**src/rtl/vid2axis_bridge.sv**
```systemverilog
module vid2axis_bridge #(
  parameter int COMP_W     = 10,
  parameter int NUM_COMP   = 3,
  parameter int FIFO_DEPTH = 16
) (
  input  logic                                   clk,
  input  logic                                   rst_n,
  input  logic                                   ce,
  input  logic [NUM_COMP*COMP_W-1:0]             vid_pix,
  input  logic                                   vid_de,
  input  logic                                   vid_hs,
  input  logic                                   vid_vs,
  output logic [NUM_COMP*(((COMP_W+7)/8)*8)-1:0] m_tdata,
  output logic                                   m_tvalid,
  input  logic                                   m_tready,
  output logic                                   m_tuser,
  output logic                                   m_tlast,
  output logic                                   overflow
);
  localparam int LANE_W = ((COMP_W + 7) / 8) * 8;
  localparam int OUT_W  = NUM_COMP * LANE_W;
  localparam int ENT_W  = OUT_W + 2;
  localparam int PTR_W  = (FIFO_DEPTH > 1) ? $clog2(FIFO_DEPTH) : 1;
  localparam int CNT_W  = $clog2(FIFO_DEPTH + 1);

  logic [OUT_W-1:0] pix_pad;
  for (genvar g = 0; g < NUM_COMP; g++) begin : g_lane
    assign pix_pad[g*LANE_W +: LANE_W] = LANE_W'(vid_pix[g*COMP_W +: COMP_W]);
  end

  logic             vs_q, sof_armed;
  logic             hold_vld, hold_sof;
  logic [OUT_W-1:0] hold_pix;
  logic [PTR_W-1:0] wr_ptr, rd_ptr;
  logic [CNT_W-1:0] count;
  logic [ENT_W-1:0] mem [FIFO_DEPTH];

  wire vs_edge  = vid_vs & ~vs_q;
  wire line_end = ~vid_de | vid_hs;
  wire full     = (count == CNT_W'(FIFO_DEPTH));
  wire pop      = ce & m_tvalid & m_tready;
  wire push     = ce & hold_vld;
  wire wr_ok    = push & (~full | pop);
  wire drop     = push & full & ~pop;

  function automatic logic [PTR_W-1:0] nxt(input logic [PTR_W-1:0] p);
    return (p == PTR_W'(FIFO_DEPTH - 1)) ? '0 : p + 1'b1;
  endfunction

  always_ff @(posedge clk or negedge rst_n) begin
    if (!rst_n) begin
      vs_q      <= 1'b0;
      sof_armed <= 1'b0;
      hold_vld  <= 1'b0;
      hold_sof  <= 1'b0;
      hold_pix  <= '0;
      wr_ptr    <= '0;
      rd_ptr    <= '0;
      count     <= '0;
      overflow  <= 1'b0;
    end else if (ce) begin
      vs_q <= vid_vs;
      if (vid_de) begin
        hold_vld  <= 1'b1;
        hold_pix  <= pix_pad;
        hold_sof  <= sof_armed | vs_edge;
        sof_armed <= 1'b0;
      end else begin
        hold_vld <= 1'b0;
        if (vs_edge) sof_armed <= 1'b1;
      end
      if (wr_ok) wr_ptr <= nxt(wr_ptr);
      if (pop)   rd_ptr <= nxt(rd_ptr);
      count <= count + CNT_W'(wr_ok) - CNT_W'(pop);
      if (drop) overflow <= 1'b1;
    end
  end

  always_ff @(posedge clk) begin
    if (wr_ok) mem[wr_ptr] <= {hold_sof, line_end, hold_pix};
  end

  assign m_tvalid = (count != '0);
  assign {m_tuser, m_tlast, m_tdata} = mem[rd_ptr];

  AST_STALL_HOLD: assert property (@(posedge clk) disable iff (!rst_n)
    m_tvalid && !(m_tready && ce) |=> m_tvalid && $stable(m_tdata) && $stable(m_tuser) && $stable(m_tlast));
  AST_COUNT_BOUND: assert property (@(posedge clk) disable iff (!rst_n)
    count <= CNT_W'(FIFO_DEPTH));
  AST_OVF_STICKY: assert property (@(posedge clk) disable iff (!rst_n)
    overflow |=> overflow);
  AST_CE_FREEZE: assert property (@(posedge clk) disable iff (!rst_n)
    !ce |=> $stable(count) && $stable(sof_armed) && $stable(hold_vld) && $stable(vs_q) && $stable(overflow));
  AST_NO_TAKE_EMPTY: assert property (@(posedge clk) disable iff (!rst_n)
    !m_tvalid && !push |=> !m_tvalid);
endmodule

```
**config.mk**
```make
export PLATFORM = sky130hd
export DESIGN_NAME = vid2axis_bridge
export DESIGN_NICKNAME = d
export VERILOG_FILES = /design/src/rtl/vid2axis_bridge.sv
export SDC_FILE = /design/constraint.sdc
export NUM_CORES = 1
export LEC_CHECK = 0
export ABC_AREA = 1
export BUFFER_PORTS_ARGS = -buffer_cell sky130_fd_sc_hd__buf_4
export CORE_MARGIN = 2
export CORE_UTILIZATION = 40
export DETAILED_ROUTE_END_ITERATION = 16
export GPL_TIMING_DRIVEN = 1
export HOLD_SLACK_MARGIN = 0.1
export MAX_ROUTING_LAYER = met4
export PLACE_DENSITY_LB_ADDON = 0.2
export SLEW_MARGIN = 20
export SYNTH_ARGS = -nofsm -noshare
export SYNTH_HDL_FRONTEND = slang
export SYNTH_SLANG_ARGS = --single-unit
```
**constraint.sdc**
```tcl
create_clock -name clk -period 4.3 [get_ports clk]
set_clock_uncertainty 0.2 [all_clocks]
set_input_delay 0.215 -clock clk [delete_from_list [all_inputs] [get_ports clk]]
set_output_delay 0.215 -clock clk [all_outputs]
set_load 0.03 [all_outputs]
```
# --- Word level (Yosys, flattened, before mapping) ---
# Memory sizes are Yosys's and may differ from the RTL's.
# Index checks and enable logic that the tools add are counted.
totals:
  reg_bits: 48
  ram_bits: 512
  elab_cells: 45
  n_memories: 1
memory_table:
  columns: ["name", "words", "width", "rd", "rd_clocked_by_memory_dff", "write_ports", "line", "source"]
  rows:
  - ["mem", 16, 32, 1, 0, 1, "36", "logic [ENT_W-1:0] mem [FIFO_DEPTH];"]
classes:
  addsub: 4
  eq_ne: 3
  n_mux: 7
  n_bitwise: 14
  reduce_logical: 7
ops:
  columns: ["op", "n"]
  rows:
  - ["2-bit AND reduction", 5]
  - ["4-bit by 1-bit adder with 4-bit output, second input constant", 2]
  - ["4-bit == test, second input constant", 2]
  - ["4-bit 2-to-1 mux", 2]
  - ["1-bit bitwise AND", 7]
  - ["5-bit by 1-bit adder with 5-bit output", 1]
  - ["5-bit == test, second input constant", 1]
  - ["1-bit 2-to-1 mux", 5]
  - ["5-bit nonzero test", 1]
  - ["5-bit by 1-bit subtractor with 5-bit output", 1]
  - ["1-bit NOT", 4]
  - ["1-bit bitwise OR", 3]
  - ["2-bit nonzero test", 1]

# --- Logic depth before layout (Yosys ltp) ---
# Gate-level depths: netlist (run 1).
depth:
  word_depth: 7
  depth_mapped: 19
  depth_no_buf: 19

# --- Worst setup path after synthesis (run 1) ---
# OpenSTA, ideal clock, no wires.
synth_timing:
  path_type: "register to register"
  start: "reg count[2]"
  end: "mem mem[10][0] (netlist bit) (enable)"
  setup_ps: 461
  arrival_time_ps: 3224
  required_ps: 3639
  path_slack_ps: 415
  stages_incl_launch_ff: 9
  n_path_buf: 1
  period_less_slack_ps: 3885
  cell_sequence: "dfrtp_1 inv_1 ha_1 nand2_1 nor2_1 nand3_1 nand2_1 buf_2 nor3_1"
synth_between:
  elab_chain_len: 7
  word_cells_on_any_way: 9
  classes_between: "1 x eq/ne; 2 x mux; 5 x bitwise; 1 x reduce/logical"
synth_lines:
  columns: ["item", "line", "source"]
  rows:
  - ["from (decl)", "35", "logic [CNT_W-1:0] count;"]
  - ["from (signal assigned)", "74", "count <= count + CNT_W'(wr_ok) - CNT_W'(pop);"]
  - ["5-bit nonzero test", "83", "assign m_tvalid = (count != '0);"]
  - ["1-bit bitwise AND (2 in series)", "41", "wire pop = ce & m_tvalid & m_tready;"]
  - ["1-bit bitwise OR *", "43", "wire wr_ok = push & (~full | pop);"]
  - ["1-bit bitwise AND *", "43", null]
  - ["1-bit 2-to-1 mux *", "80", "if (wr_ok) mem[wr_ptr] <= {hold_sof, line_end, hold_pix};"]
  - ["1-bit 2-to-1 mux (not written as such) *", "80", null]
  - ["to (decl)", "36", null]
# Every way passes the cells marked *; elsewhere a longest branch is shown, timed or not.

# --- Worst setup path in the final report (run 1) ---
layout_timing:
  start: "reg rd_ptr[0]"
  end: "out m_tdata[39]"
layout_between:
  elab_chain_len: 1
layout_lines:
  columns: ["item", "line", "source"]
  rows:
  - ["from (decl)", "34", "logic [PTR_W-1:0] wr_ptr, rd_ptr;"]
  - ["from (signal assigned)", "73", "if (pop) rd_ptr <= nxt(rd_ptr);"]
  - ["memory 16 x 32 bit", null, null]
  - ["to (decl)", "13", "output logic [NUM_COMP*(((COMP_W+7)/8)*8)-1:0] m_tdata,"]
# No other way between the ends.

==> results of run 1 <==
power by group through the flow:
stage	sequential, W	clock [W]	combinational [W]
after CTS	0.00675	0.00480	0.00589
final	0.00674	0.00470	0.00582
after detailed placement	0.00686	0	0.00578
after global placement	0.00684	0	0.00571
after floorplan	0.00664	0	0.00412
after global routing	0.00679	0.00498	0.00639
cells by family (layout without fill, tap and decap cells):
| family | after synthesis | in the layout | share of synthesized area |
|---|---|---|---|
| flip-flops | 560 | 560 | 0.676 |
| adder cells (fa/ha/maj) | 12 | 12 | 0.00643 |
| other | 1 | 19 | 0.000153 |
| XOR/XNOR | 5 | 5 | 0.00179 |
| buffers and inverters | 613 | 773 | 0.104 |
| AO/OA/AOI/OAI | 20 | 20 | 0.00418 |
| AND/OR/NAND/NOR | 1152 | 1152 | 0.207 |
worst max-delay path, cell delays in order, from the launching register on:
cell	delay (ns)
dfrtp_4	0.71
inv_6	0.49
buf_12	0.39
nand2_1	0.10
nand3_1	0.10
nand3_1	0.10
nand3_1	0.17
nand2_1	0.15
buf_4	0.21
cell usage after synthesis, drive strengths merged:
cell / instances / area [um^2]
a21oi: 5 / 25.0
xnor2: 3 / 26.3
o21bai: 1 / 7.51
o21ai: 14 / 70.1
clkbuf: 33 / 125
conb: 1 / 3.75
nand3: 459 / 2300
ha: 11 / 138
edfxtp: 512 / 15400
nand2: 609 / 2290
xor2: 2 / 17.5
nor3: 15 / 75.1
nor2: 5 / 18.8
or2: 64 / 400
fa: 1 / 20.0
buf: 101 / 637
dfrtp: 48 / 1200
inv: 478 / 1790
clkinv: 1 / 3.75
stage by stage:
stage / std cells / power (W) / hold slack, ns / cell area, um^2 / utilization
floorplan: 2380 / 0.0108 / -0.281 / 24600 / -
global placement: 3139 / 0.0125 / 0.187 / 25900 / 0.428
CTS: 3322 / 0.0174 / 0.234 / 28400 / 0.470
finish: 3323 / 0.0173 / 0.265 / 28400 / 0.470
global route: 3323 / 0.0182 / 0.300 / 28400 / 0.470
detailed placement: 3139 / 0.0126 / 0.193 / 25900 / 0.428
metal layers:
layer  vias up  global-route usage
met5         -                   -
met4         0              0.0645
met3       107              0.0284
met2       439               0.332
met1      7984               0.258
li1       7819                   -
sequential cells by signal, summed over array words and instances, names as in the netlist:
name,count
vs_q,1
rd_ptr,4
sof_armed,1
mem,512
hold_vld,1
wr_ptr,4
hold_sof,1
hold_pix,30
overflow,1
count,5
area by class of cell:
class | instances | area [um^2] | area share
timing repair buffer | 188 | 1750 | 0.0615
antenna | 1 | 2.50 | 0.0000881
clock inverter | 17 | 134 | 0.00471
multi-input combinational | 1207 | 5530 | 0.195
clock buffer | 89 | 1630 | 0.0572
inverter | 479 | 1810 | 0.0635
sequential | 560 | 16600 | 0.584
tap | 782 | 978 | 0.0344
final timing paths:
check	start	endpoint	slack, ns	depth (start not counted)
max in group asynchronous	rst_n	hold_pix[16]	3.01	4
max reg2reg	count[2]	count[4]	1.23	18
min reg2reg	hold_vld	hold_vld	0.29	2
min	ce	count[2]	0.26	3
max	rd_ptr[0]	m_tdata[39]	0.81	8
min in group asynchronous	rst_n	hold_pix[4]	0.32	3
what timing repair did:
action,CTS,global route
hold buffers,77,0
endpoints found under the hold margin,111,0
buffers inserted,0,0
gates resized for setup,0,0
==> reports/qor.yml, run 1 <==
status: "finished clean"
antenna_found_initial: 1
initial_utilization: 0.406
cts_tree: "done"
cap_viol_max_count: 0
chipHeight_um: 252
io_pins: 89
ys_seq_area_frac: 0.676
synth_cells: 2363
drt_wl_total_um: 61800
cts_buffer_depth: 3
power.switching_w: 0.00640
setup_violations: 0
dr_total_vias: 16300
power.density_mw_per_mm2: 607
dr.pass1.iters: 6
final_common_cell: "nand2_1"
tns_ns: 0
setup.worst_path.start_class: "flip-flop"
drcViolationCount: 0
wire_per_inst_um: 18.6
layout-drive-gt1-share: 0.104
clock_latency_ns: 0.62
grt_max_degree: 151
endpoint_kind: "output pin"
clock_sinks: 560
path_class: "reg -> out"
slew_violations: 0
h-tree-depth: 2
p_sw_frac: 0.371
min_path_type: "in -> reg"
cts_buffers: 57
dpl_worst_slack_ns: 1.25
final_cell_mix: "nand2_1, edfxtp_1, inv_1, nand3_1, buf_4"
grt.overflow.total: 0
top_layer: "met4"
ir_drop_v: 0.000379
viasPerCell: 4.92
die-width_um: 252
hold_viol: 0
critPathRequiredTime_ns: 3.88
cp_data_arrival_time_ns: 3.07
ys.warnings.count: 0
wl_met3_um: 3090
first_iter_violations: 1318
cts.clk_slew.worst_paths_ns: 0.06
syn_to_final_growth_pct: 15.9
synth.avg_cell_area_um2: 10.4
coreArea_mm2: 0.0605
place_congestion: 0.762
wl_met1_um: 27000
power.internal_w: 0.0109
slew_headroom: 0.236
cellLeakagePower_nw: 12.3
ys_ff_latch: 560
grt.total_usage: 0.201
root_buffer: "clkbuf_16"
ys_types: 26
grt_pass1_wl_um: 92800
die_area_mm2: 0.0633
first_global_vias: 15700
pwr-share-comb: 0.337
pwr-share-seq: 0.390
min_period_ns: 3.49
power.share.clock: 0.272
syn_area_mm2: 0.0245
cp_max_fo: 72
final_nets: 2542
max_freq_mhz: 287
setup_ws_ns: 0.814
place.port_buffers: 70
wl_met2_um: 29900
ant_nets: 0
rsz0062_at_grt: "no"
rows: 90
period_share: 0.811
fill_cells: 5446
tightest_slew_ns: 1.15
dp_hpwl_um: 30600
Power figures use the tool's default switching activity.
==> run 2, diff against run 1 <==
- clock period: 4.3 -> 3.1 ns (I/O delays scaled with it)
==> run 2 against run 1 <==
Net effect: final cell count grew 0.42%; clock power grew 53%; sequential cell count is the same; critical endpoint is now m_tdata[40]; largest power group unchanged; highest routed layer unchanged.
==> reports/qor.yml, run 2 (synthesis results as in run 1) <==
p_sw_frac: 0.363  # was 0.371
cellLeakagePower_nw: 12.5  # was 12.3 nW
drt_wl_total_um: 62700  # was 61800 um
place_congestion: 0.759  # was 0.762
dr.pass1.iters: 5  # was 6
min_period_ns: 2.95
pwr-share-seq: 0.372  # was 0.390
io_pins: 89  # unchanged
hold_viol: 0  # unchanged
path_class: "reg -> out"  # unchanged
power.internal_w: 0.0158  # was 0.0109 W
cp_max_fo: 64  # was 72
dr_total_vias: 16300  # about the same
place_inst: 3151  # was 3139
status: "finished clean"  # unchanged
clock_latency_ns: 0.62  # about the same
syn_to_final_growth_pct: 17.4  # was 15.9%
h-tree-depth: 2  # unchanged
slew_headroom: 0.224  # was 0.236
cp_data_arrival_time_ns: 2.60  # was 3.07 ns
period_share: 0.952
first_global_vias: 15800  # was 15700
grt.total_usage: 0.207  # was 0.201
grt.overflow.total: 0  # unchanged
die-width_um: 252  # unchanged
rsz0062_at_grt: "no"  # unchanged
reg_top3: "mem (512), hold_pix (30), count (5)"  # unchanged
endpoint_kind: "output pin"  # unchanged
viasPerCell: 4.90  # was 4.92
ir_drop_v: 0.000598  # was 0.000379 V
rows: 90  # unchanged
cts.clk_slew.worst_paths_ns: 0.06  # about the same
place.port_buffers: 70  # unchanged
critPathRequiredTime_ns: 2.74  # was 3.88 ns
power.density_mw_per_mm2: 861  # was 607 mW/mm^2
largest_reg_flops: 512  # unchanged
die_area_mm2: 0.0633  # unchanged
cap_viol_max_count: 0  # unchanged
largest-register: "mem"  # unchanged
slew_violations: 0  # unchanged
grt_pass1_wl_um: 94800  # was 92800 um
wire_per_inst_um: 18.8  # was 18.6 um
ctsResizeCount: 0  # unchanged
setup.worst_path.start_class: "flip-flop"  # unchanged
coreArea_mm2: 0.0605  # unchanged
first_iter_violations: 1379  # was 1318
clock_sinks: 560  # unchanged
ant_nets: 0  # unchanged
setup_violations: 0  # unchanged
fill_cells: 5427  # was 5446
cts_buffer_depth: 3  # unchanged
postLayoutCoreUtil: 0.476  # was 0.470
power_w: 0.0248  # was 0.0173 W
max_freq_mhz: 339
cts_tree: "done"  # unchanged
hp-start: "vid_pix[11]"  # was ce
root_buffer: "clkbuf_16"  # unchanged
pwr-share-comb: 0.337  # about the same
chipHeight_um: 252  # unchanged
startpoint: "rd_ptr[0]"  # unchanged
postCtsSetupRepairBufs: 0  # unchanged
initial_utilization: 0.406  # unchanged
n_antenna_cell: 0  # was 1
cts_buffers: 59  # was 57
tightest_slew_ns: 1.16  # was 1.15 ns
final_cells: 3337  # was 3323
antenna_found_initial: 1  # unchanged
final_common_cell: "nand2_1"  # unchanged
dp_hpwl_um: 31400  # was 30600 um
power.switching_w: 0.00900  # was 0.00640 W
final_cell_mix: "nand2_1, edfxtp_1, inv_1, nand3_1, buf_4"  # unchanged
regToRegStartpoint: "count[3]"  # was count[2]
min_path_type: "in -> reg"  # unchanged
final_nets: 2553  # was 2542
drcViolationCount: 0  # unchanged
layout-drive-gt1-share: 0.112  # was 0.104
grt_max_degree: 131  # was 151
power.share.clock: 0.291  # was 0.272
## run 2: changes by cell type in the layout (fill, tap and decap cells not counted), moves of 3 or more
cell / before / now
buf_12: 10 / 16
dlygate4sd3_1: 76 / 73
clkbuf_1: 24 / 17
buf_4: 101 / 107
clkinv_2: 5 / 8
clkbuf_16: 57 / 60
bufinv_16: 1 / 7
## run 2: final cells by class
| cell class | instances | area, um^2 | share of cell area |
|---|---|---|---|
| sequential | 560 | 16600 | 0.576 |
| multi-input combinational | 1207 | 5530 | 0.192 |
| tap | 782 | 978 | 0.0340 |
| clock inverter | 28 | 333 | 0.0116 |
| timing repair buffer | 197 | 1880 | 0.0654 |
| inverter | 479 | 1810 | 0.0627 |
| clock buffer | 84 | 1660 | 0.0577 |
## run 2: what timing repair did
item                                    CTS  global route
hold endpoints to repair                112             0
hold buffers                             74             0
endpoints found under the setup margin    0             0
## run 2: per-layer routing
metal | GRT usage | up-vias | share of wire
met4 | 0.0614 | 0 | 0.028
met3 | 0.0294 | 115 | 0.048
li1 | - | 7843 | -
met1 | 0.263 | 7989 | 0.43
met5 | - | - | 0
met2 | 0.344 | 393 | 0.49
## run 2: power by group through the flow
stage / logic [W] / clock network, W / registers [W]
floorplan: 0.00572 / 0 / 0.00921
global placement: 0.00826 / 0 / 0.00935
detailed placement: 0.00834 / 0 / 0.00937
CTS: 0.00845 / 0.00735 / 0.00922
global route: 0.00918 / 0.00766 / 0.00927
finish: 0.00835 / 0.00721 / 0.00921
## run 2: final timing paths
path,slack [ns],end,depth (start not counted)
setup / recovery,0.15,m_tdata[40],7
hold / removal,0.14,hold_pix[17],4
setup reg to reg,0.30,count[4],18
hold reg to reg,0.28,hold_vld,2
max in group asynchronous,1.95,hold_pix[9],4
min in group asynchronous,0.44,hold_pix[40],4
## run 2: stage by stage
step | setup WS (ns) | hold slack, ns | setup TNS (ns) | area [um^2]
after floorplan | -0.785 | -0.341 | -375.80 | 24600
after global placement | 0.337 | 0.126 | 0 | 26000
after detailed placement | 0.340 | 0.135 | 0 | 26000
after CTS | 0.136 | 0.109 | 0 | 28800
after global routing | 0.0264 | 0.142 | 0 | 28800
final | 0.150 | 0.139 | 0 | 28800
## run 2: worst max-delay path, cell delays in order, from the launching register on
cell and delay, ns:
dfrtp_4 0.53, buf_4 0.59, nand2_1 0.16, nand3_1 0.13
nand3_1 0.10, nand3_1 0.15, nand2_1 0.10, buf_4 0.18
==> run 3, diff against run 2 <==
--- a/config.mk
+++ b/config.mk
@@ -16,2 +16,3 @@
 export PLACE_DENSITY_LB_ADDON = 0.2
+export RECOVER_POWER = 25
 export SLEW_MARGIN = 20
--- a/constraint.sdc
+++ b/constraint.sdc
@@ -4,2 +4,2 @@
 set_output_delay 0.155 -clock clk [all_outputs]
-set_load 0.03 [all_outputs]
+set_load 0.05 [all_outputs]
==> run 3 against run 2 <==
Net effect: the run now ends with capacitance limit, slew limit left; utilization decreased by 0.079 points; largest power group unchanged; sequential share of layout area increased by 0.095 points; largest cell class unchanged; hold slack improved by 0.035 ns; sequential cell count unchanged.
==> reports/qor.yml, run 3 (synthesis results as in run 1) <==
io_pins: 89  # unchanged
power.density_mw_per_mm2: 877  # was 861 mW/mm^2
largest-register: "mem"  # unchanged
grt.total_usage: 0.205  # was 0.207
cts_buffers: 59  # unchanged
grt_busiest_layer: "met2"  # unchanged
h-tree-depth: 2  # unchanged
cap_viol_max_count: 1  # was 0
crit_slowest_cell: "dfrtp_4"  # was buf_4
wire_per_inst_um: 18.6  # was 18.8 um
cp_data_arrival_time_ns: 2.57  # was 2.60 ns
chipHeight_um: 252  # unchanged
ir_drop_v: 0.000675  # was 0.000598 V
status: "finished, violations left"  # was finished clean
clock_latency_ns: 0.62  # about the same
min_path_type: "in -> reg"  # unchanged
slew_headroom: -0.178  # was 0.224
max_freq_mhz: 342  # was 339 MHz
final_cell_mix: "nand2_1, edfxtp_1, inv_1, nand3_1, buf_4"  # unchanged
syn_to_final_growth_pct: 17.2  # was 17.4%
tns_ns: 0  # unchanged
violations: "capacitance limit, slew limit"
die-width_um: 252  # unchanged
grtUsageMet3: 0.0286  # was 0.0294
initial_utilization: 0.406  # unchanged
place.port_buffers: 70  # unchanged
endpoint_kind: "output pin"  # unchanged
dr_total_vias: 16400  # was 16300
viasPerCell: 4.89  # was 4.90
critical-path-top-cell-by-count: "nand3_1"  # unchanged
placed_cell_area_mm2: 0.0261  # was 0.0260 mm^2
coreArea_mm2: 0.0605  # unchanged
min_period_ns: 2.92  # was 2.95 ns
layout-drive-gt1-share: 0.109  # was 0.112
largest_reg_flops: 512  # unchanged
clock_sinks: 560  # unchanged
place_congestion: 0.776  # was 0.759
die_area_mm2: 0.0633  # unchanged
first_iter_violations: 1133  # was 1379
design_area_mm2: 0.0287  # was 0.0288 mm^2
cts_buffer_depth: 3  # unchanged
antenna_found_initial: 1  # unchanged
met1_usage: 0.264  # was 0.263
first_global_vias: 15800  # about the same
cp_max_fo: 88  # was 64
cellLeakagePower_nw: 12.4  # was 12.5 nW
tightest_slew_ns: 1.77  # was 1.16 ns
ant_nets: 0  # unchanged
dr.pass1.iters: 6  # was 5
fill_cells: 5487  # was 5427
grt_max_degree: 131  # unchanged
dp_hpwl_um: 31500  # was 31400 um
rsz0062_at_grt: "no"  # unchanged
root_buffer: "clkbuf_16"  # unchanged
met2_usage: 0.342  # was 0.344
final_common_cell: "nand2_1"  # unchanged
setup.worst_path.start_class: "flip-flop"  # unchanged
drcViolationCount: 0  # unchanged
reg_top3: "mem (512), hold_pix (30), count (5)"  # unchanged
setup_violations: 0  # unchanged
path_class: "reg -> out"  # unchanged
grt.overflow.total: 0  # unchanged
critical_path.cell_chain: "buf_4, buf_12, or2_2, nand3_1, nand3_1, nand3_1, nand2_1, buf_4"  # was buf_4, nand2_1, nand3_1, nand3_1, nand3_1, nand2_1, buf_4
rows: 90  # unchanged
cts_tree: "done"  # unchanged
hold_viol: 0  # unchanged
critical-path-max-stage-delay_ns: 0.55  # was 0.59 ns
slew_violations: 49  # was 0
critPathRequiredTime_ns: 2.74  # about the same
reg2reg_slack_ns: 0.26  # was 0.30 ns
final_nets: 2559  # was 2553
multiInputGateArea_mm2: 0.00553  # about the same
period_share: 0.943  # was 0.952
grt_pass1_wl_um: 94700  # was 94800 um
seq_area_mm2: 0.0166  # unchanged
drt_wl_total_um: 62300  # was 62700 um
cts.clk_slew.worst_paths_ns: 0.06  # about the same
## run 3: metrics by stage
stage	total power (W)	util	hold slack, ns	worst slack [ns]	instances
floorplan	0.0156	-	-0.341	-0.785	2380
global placement	0.0184	0.432	0.129	0.348	3155
detailed placement	0.0185	0.432	0.138	0.264	3155
CTS	0.0254	0.475	0.128	0.0923	3339
global route	0.0265	0.475	0.173	0.0285	3342
finish	0.0252	0.475	0.173	0.176	3342
## run 3: timing repair
item | in CTS | in global routing
hold buffers | 74 | 0
setup buffers | 0 | 2
resized for setup | 0 | 2
setup endpoints to repair | 0 | 2
hold endpoints to repair | 112 | 0
## run 3: report_power, final
| group | internal [W] | switching [W] |
|---|---|---|
| sequential | 0.00882 | 0.000386 |
| clock | 0.00394 | 0.00286 |
| combinational | 0.00275 | 0.00642 |
## run 3: layout make-up
cell class | instances | area share
Clock buffer | 82 | 0.0562
Multi-Input combinational cell | 1207 | 0.193
Tap cell | 782 | 0.0341
Inverter | 479 | 0.0628
Clock inverter | 28 | 0.00836
Sequential cell | 560 | 0.577
Antenna cell | 1 | 0.0000871
Timing Repair Buffer | 203 | 0.0687
## run 3: routing by layer
metal  vias to the layer above  routed length [um]
li1                       7849                   -
met1                      7960               26900
met2                       437               30600
met3                       106                3340
met4                         0                1360
met5                         -                   0
## run 3: final timing paths
| path | from | end | cells after the start |
|---|---|---|---|
| setup / recovery | rd_ptr[0] | m_tdata[39] | 8 |
| hold / removal | vid_pix[25] | hold_pix[37] | 4 |
| setup reg to reg | count[3] | count[4] | 19 |
| hold reg to reg | hold_vld | hold_vld | 2 |
| max in group asynchronous | rst_n | rd_ptr[0] | 4 |
| min in group asynchronous | rst_n | hold_pix[40] | 4 |
## run 3: worst max-delay path: cells and delay by family, from the launching register on
kind / cells / cell delay (ns)
buffers and inverters: 3 / 0.54
DFF: 1 / 0.55
and+or+nand+nor: 5 / 0.73
